--- config.mk ---
export PLATFORM = sky130hd
export DESIGN_NAME = crank_edge_detect
export DESIGN_NICKNAME = d
export VERILOG_FILES = /design/src/rtl/cedt_pkg.sv /design/src/rtl/cedt_peak_track.sv /design/src/rtl/cedt_band_calc.sv /design/src/rtl/cedt_zero_cross.sv /design/src/rtl/crank_edge_detect.sv
export SDC_FILE = /design/constraint.sdc
export NUM_CORES = 1
export LEC_CHECK = 0
export BUFFER_PORTS_ARGS = -buffer_cell sky130_fd_sc_hd__buf_2
export CAP_MARGIN = 20
export CORE_ASPECT_RATIO = 0.7
export CORE_UTILIZATION = 60
export CTS_BUF_LIST = sky130_fd_sc_hd__clkbuf_8 sky130_fd_sc_hd__clkbuf_16
export DETAILED_ROUTE_END_ITERATION = 10
export PLACE_DENSITY = 0.83
export SYNTH_ARGS = -nofsm -noshare
export SYNTH_HDL_FRONTEND = slang
export SYNTH_HIERARCHICAL = 1
export SYNTH_SLANG_ARGS = --single-unit
--- constraint.sdc ---
create_clock -name clk -period 15.1 [get_ports clk]
set_input_delay 2.265 -clock clk [delete_from_list [all_inputs] [get_ports clk]]
set_output_delay 2.265 -clock clk [all_outputs]
set_load 0.1 [all_outputs]
--- src/rtl/cedt_pkg.sv ---
package cedt_pkg;
  // Fixed-point factor for the dynamic band: 77/256 ~= 0.30
  localparam int unsigned BAND_NUM   = 77;
  localparam int unsigned BAND_SHIFT = 8;

  typedef enum logic {
    LVL_LOW  = 1'b0,
    LVL_HIGH = 1'b1
  } tooth_lvl_e;
endpackage

--- src/rtl/cedt_peak_track.sv ---
module cedt_peak_track #(
  parameter int SAMPLE_W = 12,
  parameter int SHIFT_W  = 4
) (
  input  logic                       clk,
  input  logic                       rst,
  input  logic                       valid,
  input  logic signed [SAMPLE_W-1:0] sample,
  input  logic [SHIFT_W-1:0]         decay_shift,
  output logic [SAMPLE_W-1:0]        peak_q,
  output logic [SAMPLE_W-1:0]        peak_d
);
  localparam int EXT_W = SAMPLE_W + 1;

  logic signed [EXT_W-1:0] s_ext;
  logic signed [EXT_W-1:0] s_neg;
  logic [SAMPLE_W-1:0]     mag;
  logic [SAMPLE_W-1:0]     decay_amt;
  logic                    charge;

  // Magnitude in SAMPLE_W unsigned bits; the most negative code maps to 2^(W-1)
  always_comb begin
    s_ext = {sample[SAMPLE_W-1], sample};
    s_neg = -s_ext;
    mag   = sample[SAMPLE_W-1] ? s_neg[SAMPLE_W-1:0] : s_ext[SAMPLE_W-1:0];
  end

  assign decay_amt = peak_q >> decay_shift;
  assign charge    = mag > peak_q;

  always_comb begin
    peak_d = peak_q;
    if (valid) begin
      if (charge) peak_d = mag;
      else        peak_d = peak_q - decay_amt;
    end
  end

  always_ff @(posedge clk) begin
    if (rst) peak_q <= '0;
    else     peak_q <= peak_d;
  end
endmodule

--- src/rtl/cedt_band_calc.sv ---
module cedt_band_calc #(
  parameter int SAMPLE_W = 12
) (
  input  logic                clk,
  input  logic                rst,
  input  logic [SAMPLE_W-1:0] peak_d,
  input  logic [SAMPLE_W-1:0] floor_lvl,
  output logic [SAMPLE_W-1:0] thresh_q
);
  import cedt_pkg::*;

  localparam int NUM_W  = $clog2(BAND_NUM + 1);
  localparam int PROD_W = SAMPLE_W + NUM_W;

  logic [PROD_W-1:0]   prod;
  logic [PROD_W-1:0]   prod_sh;
  logic [SAMPLE_W-1:0] dyn_band;
  logic [SAMPLE_W-1:0] band_d;

  assign prod     = PROD_W'(peak_d) * PROD_W'(BAND_NUM);
  assign prod_sh  = prod >> BAND_SHIFT;
  assign dyn_band = prod_sh[SAMPLE_W-1:0];

  // Static floor wins whenever it is larger than the scaled peak
  assign band_d = (dyn_band > floor_lvl) ? dyn_band : floor_lvl;

  always_ff @(posedge clk) begin
    if (rst) thresh_q <= floor_lvl;
    else     thresh_q <= band_d;
  end
endmodule

--- src/rtl/cedt_zero_cross.sv ---
module cedt_zero_cross #(
  parameter int SAMPLE_W = 12
) (
  input  logic                       clk,
  input  logic                       rst,
  input  logic                       valid,
  input  logic signed [SAMPLE_W-1:0] sample,
  input  logic [SAMPLE_W-1:0]        band,
  output logic                       tooth_q
);
  import cedt_pkg::*;

  localparam int EXT_W = SAMPLE_W + 1;

  tooth_lvl_e              lvl_q;
  logic                    armed_q;
  logic signed [EXT_W-1:0] s_ext;
  logic signed [EXT_W-1:0] b_pos;
  logic signed [EXT_W-1:0] b_neg;
  logic                    below_band;
  logic                    above_band;
  logic                    non_neg;

  always_comb begin
    s_ext      = {sample[SAMPLE_W-1], sample};
    b_pos      = $signed({1'b0, band});
    b_neg      = -b_pos;
    below_band = s_ext < b_neg;
    above_band = s_ext > b_pos;
    non_neg    = ~sample[SAMPLE_W-1];
  end

  always_ff @(posedge clk) begin
    if (rst) begin
      lvl_q   <= LVL_LOW;
      armed_q <= 1'b0;
    end else if (valid) begin
      unique case (lvl_q)
        LVL_LOW: begin
          if (armed_q && non_neg) begin
            lvl_q   <= LVL_HIGH;
            armed_q <= above_band;
          end else if (below_band) begin
            armed_q <= 1'b1;
          end
        end
        LVL_HIGH: begin
          if (armed_q && !non_neg) begin
            lvl_q   <= LVL_LOW;
            armed_q <= below_band;
          end else if (above_band) begin
            armed_q <= 1'b1;
          end
        end
        default: lvl_q <= LVL_LOW;
      endcase
    end
  end

  assign tooth_q = (lvl_q == LVL_HIGH);
endmodule

--- src/rtl/crank_edge_detect.sv ---
module crank_edge_detect #(
  parameter int SAMPLE_W = 12,
  parameter int SHIFT_W  = 4
) (
  input  logic                       clk,
  input  logic                       rst,
  input  logic                       sample_valid,
  input  logic signed [SAMPLE_W-1:0] sample_in,
  input  logic [SHIFT_W-1:0]         cfg_decay_shift,
  input  logic [SAMPLE_W-1:0]        cfg_floor,
  output logic                       tooth_o,
  output logic [SAMPLE_W-1:0]        peak_o,
  output logic [SAMPLE_W-1:0]        thresh_o
);
  logic [SAMPLE_W-1:0] peak_next;

  cedt_peak_track #(.SAMPLE_W(SAMPLE_W), .SHIFT_W(SHIFT_W)) u_peak (
    .clk         (clk),
    .rst         (rst),
    .valid       (sample_valid),
    .sample      (sample_in),
    .decay_shift (cfg_decay_shift),
    .peak_q      (peak_o),
    .peak_d      (peak_next)
  );

  cedt_band_calc #(.SAMPLE_W(SAMPLE_W)) u_band (
    .clk       (clk),
    .rst       (rst),
    .peak_d    (peak_next),
    .floor_lvl (cfg_floor),
    .thresh_q  (thresh_o)
  );

  // The crossing decision uses the band registered at the previous edge
  cedt_zero_cross #(.SAMPLE_W(SAMPLE_W)) u_cross (
    .clk     (clk),
    .rst     (rst),
    .valid   (sample_valid),
    .sample  (sample_in),
    .band    (thresh_o),
    .tooth_q (tooth_o)
  );
endmodule

==> summary.md <==
| Metric | Value |
|---|---|
| Slew at the pin closest to its max-slew limit | `between 1 and 1.5 ns` |
| Dominant cells by area after synthesis | `ha_1 26%, dfxtp_1 10%, inv_1 6.6%, fa_1 6.3%, xnor2_1 4.4%` |
| Post-Route Skew | `~0.0046 ns` |
| Post-synth EDFFs | `0` |
| Root buffer selected by CTS | `clkbuf_16` |
| Critical Path Slowest Stage Cell | `o21ai_1` |
| Vias per cell | `6.34` |
| Worst Hold Slack | `roughly 0.57 ns` |
| Longest Clk Path Bufs | `2` |
| Input/output buffers | `55` |
| Initial antenna violation count | `0` |
| Synth top area share | `25.9%` |
| Initial DRC Count | `between 500 and 600` |
| Critical path fanouts, max | `13` |
| Cell taking the most area after synthesis | `ha_1` |
| Die Ht | `around 80 um` |
| Setup violations, final | `0` |
| HP Class | `reg2reg` |
| Largest net degree at the start of global routing | `37` |
| FMAX | `0.0891 GHz` |
| First-pass GRT wire length | `22.7 mm` |
| CTS Hold Bufs | `0` |
| CTS tree | `yes` |
| Yosys cell types | `70` |
| Ports | `56` |
| Status | `finished clean` |
| Gpl congestion | `roughly 0.94` |
| Final slew viol count | `0` |
| Async S/R FF share, synth | `0%` |
| FP Rows | `27` |
| Residual DRC | `0` |
| Initial Utilization | `about 63%` |
| Worst setup path startpoint | `sample_in[6]` |
| Relative slew slack | `roughly a third` |
| Final hold vios | `0` |
| Layout Nets | `837` |
| Worst setup path end | `u_band/thresh_q[9]` |
| Total wire length | `between 10 and 15 mm` |
| Syn-to-layout area delta | `8.58%` |
| RSZ-0062 raised after global routing | `no` |
| RR Startpoint | `u_peak/peak_q[10]` |
| MaxCap Viol Count | `0` |
| Critical Path AT | `11.37 ns` |
| H-tree depth | `1` |
| Die X | `around 110 um` |
| Clk sinks | `26` |
| CP Launch Type | `primary input` |
| Top-count cell post-synth | `ha_1` |
| CP most frequent cell | `ha_1` |
| GRT overflow | `0` |
| Ys flop type | `dfxtp_1` |
| Worst skew pair latency | `between 0.2 and 0.3 ns` |
| Drt wl/cell | `17.6 um` |
| Post-Syn Nets | `about 790` |
| Post-route setup TNS | `0 ns` |
| Num CTS Buffers | `3` |
| Final Cycle Share | `between 70% and 80%` |
| Setup CP Type | `in2reg` |
| Post-DP HPWL | `~11 mm` |
| Die ar. | `a little under 9000 um^2` |
| Reg clk slew, reported paths | `roughly 0.07 ns` |
| Critical Path RT | `about 15 ns` |
| Pre-antenna DRT Iters | `5` |
| Top cell types by occurrence after synthesis | `106 x ha_1, 90 x inv_1, 36 x nor2_1` |
| Critical Path Sink Type | `flip-flop` |
| Post-synthesis cell count | `640` |
| Number of global-route vias before repair | `4707` |
| Number of diodes | `0` |
| Seq cells post-synth | `26` |
| R2R cell count | `32` |
| Via count | `slightly below 5000` |
| Layout cells sized above 1 | `roughly 14%` |
| RR Endpoint | `u_band/thresh_q[9]` |
| Post-CTS resize count | `0` |
| Post-CTS setup repair buffer count | `0` |
| Synth Cell Area | `roughly 5000 um^2` |
| Post-Syn Area per Cell | `8.00 um^2` |
| Core Area | `8070 um^2` |
| Total Routing Usage GR | `between 30% and 40%` |
| Syn. warnings | `6` |
| Sequential area share after synthesis | `between 10% and 20%` |
| Largest stage delay, worst path | `approximately 0.8 ns` |
| ANT nets after route | `0` |
| Final min period | `11.22 ns` |
| Worst reg-to-reg setup slack | `about 6.2 ns` |
| Hold path depth | `1` |
worst max-delay path, delay by kind of cell:
kind	cells	cell delay (ns)
AOI/OAI and AO/OA	9	2.90
adders and majority gates	7	2.65
xor gates and xnor gates	1	0.14
and+or+nand+nor	9	2.46
muxes	1	0.43
buffers and inverters	4	0.52
stage by stage:
| stage | std cells | worst slack, ns | utilization, % | instance area [um^2] |
|---|---|---|---|---|
| after floorplan | 640 | 5.48 | - | 5120 |
| after global placement | 780 | 4.11 | 67.6 | 5450 |
| after detailed placement | 780 | 3.79 | 67.6 | 5450 |
| after CTS | 784 | 4.02 | 68.9 | 5560 |
| after global routing | 784 | 3.32 | 68.9 | 5560 |
| final | 784 | 3.88 | 68.9 | 5560 |
cell usage in the layout (no fill, tap or decap), types with 3 or more instances in the layout:
cell type	n
ha_1	106
a21oi_1	33
o22a_1	3
nand2_1	32
a211oi_1	14
o21a_1	5
nand3_1	21
xor2_1	6
nor3_1	11
a21o_1	16
mux2_2	11
a41o_1	3
o31ai_1	8
o21bai_1	3
dfxtp_1	26
mux2i_1	15
o211ai_1	3
or4_4	3
a31oi_1	12
o21ai_1	6
o41ai_1	3
clkbuf_16	3
or3_1	3
o21ai_0	34
nor2b_1	6
inv_1	90
nand2b_1	13
a32oi_1	3
fa_1	16
nand4_1	10
buf_2	55
a211oi_2	3
and3_1	3
nor2_1	36
xnor2_1	26
worst min path at each step:
stage	end	from	slack, ns
after floorplan	flip-flop	u_cross/armed_q	0.51
after global placement	flip-flop	u_cross/armed_q	0.54
after detailed placement	flip-flop	u_cross/armed_q	0.56
after CTS	flip-flop	u_cross/armed_q	0.57
after global routing	flip-flop	u_cross/armed_q	0.62
final	flip-flop	u_cross/armed_q	0.57
layer usage:
layer	vias to the layer above	wire length [um]	global-route usage [%]
met4	0	170	5.73
met2	220	6010	51.4
met3	19	1100	5.19
met5	-	0	0
li1	2391	-	-
met1	2337	6500	44.3
cell families (layout without fill, tap and decap cells):
logic type / Yosys count / count (layout) / share of synthesized area (%)
DFF: 26 / 26 / 10.2
AOI/OAI and AO/OA: 166 / 166 / 21.6
xor gates and xnor gates: 33 / 33 / 5.79
muxes: 27 / 27 / 5.65
and+or+nand+nor: 159 / 159 / 16.6
adders and majority gates: 122 / 122 / 32.2
buffers and inverters: 107 / 150 / 8.06
sequential cells by signal, summed over array words and instances, names as in the netlist, named ones only:
| signal | cells |
|---|---|
| u_band/thresh_q | 12 |
| u_cross/armed_q | 1 |
| u_peak/peak_q | 12 |
layout make-up:
class,count,area (um^2)
Multi-Input combinational cell,507,4190
Fill cell,661,2510
Sequential cell,26,520
Inverter,90,338
Timing Repair Buffer,56,283
Tap cell,101,126
Clock buffer,3,75.1
Clock inverter,1,30.0
Power is left out: the tool's default activity adds up to more than one toggle a clock period on the data nets, which glitch-free logic cannot reach.
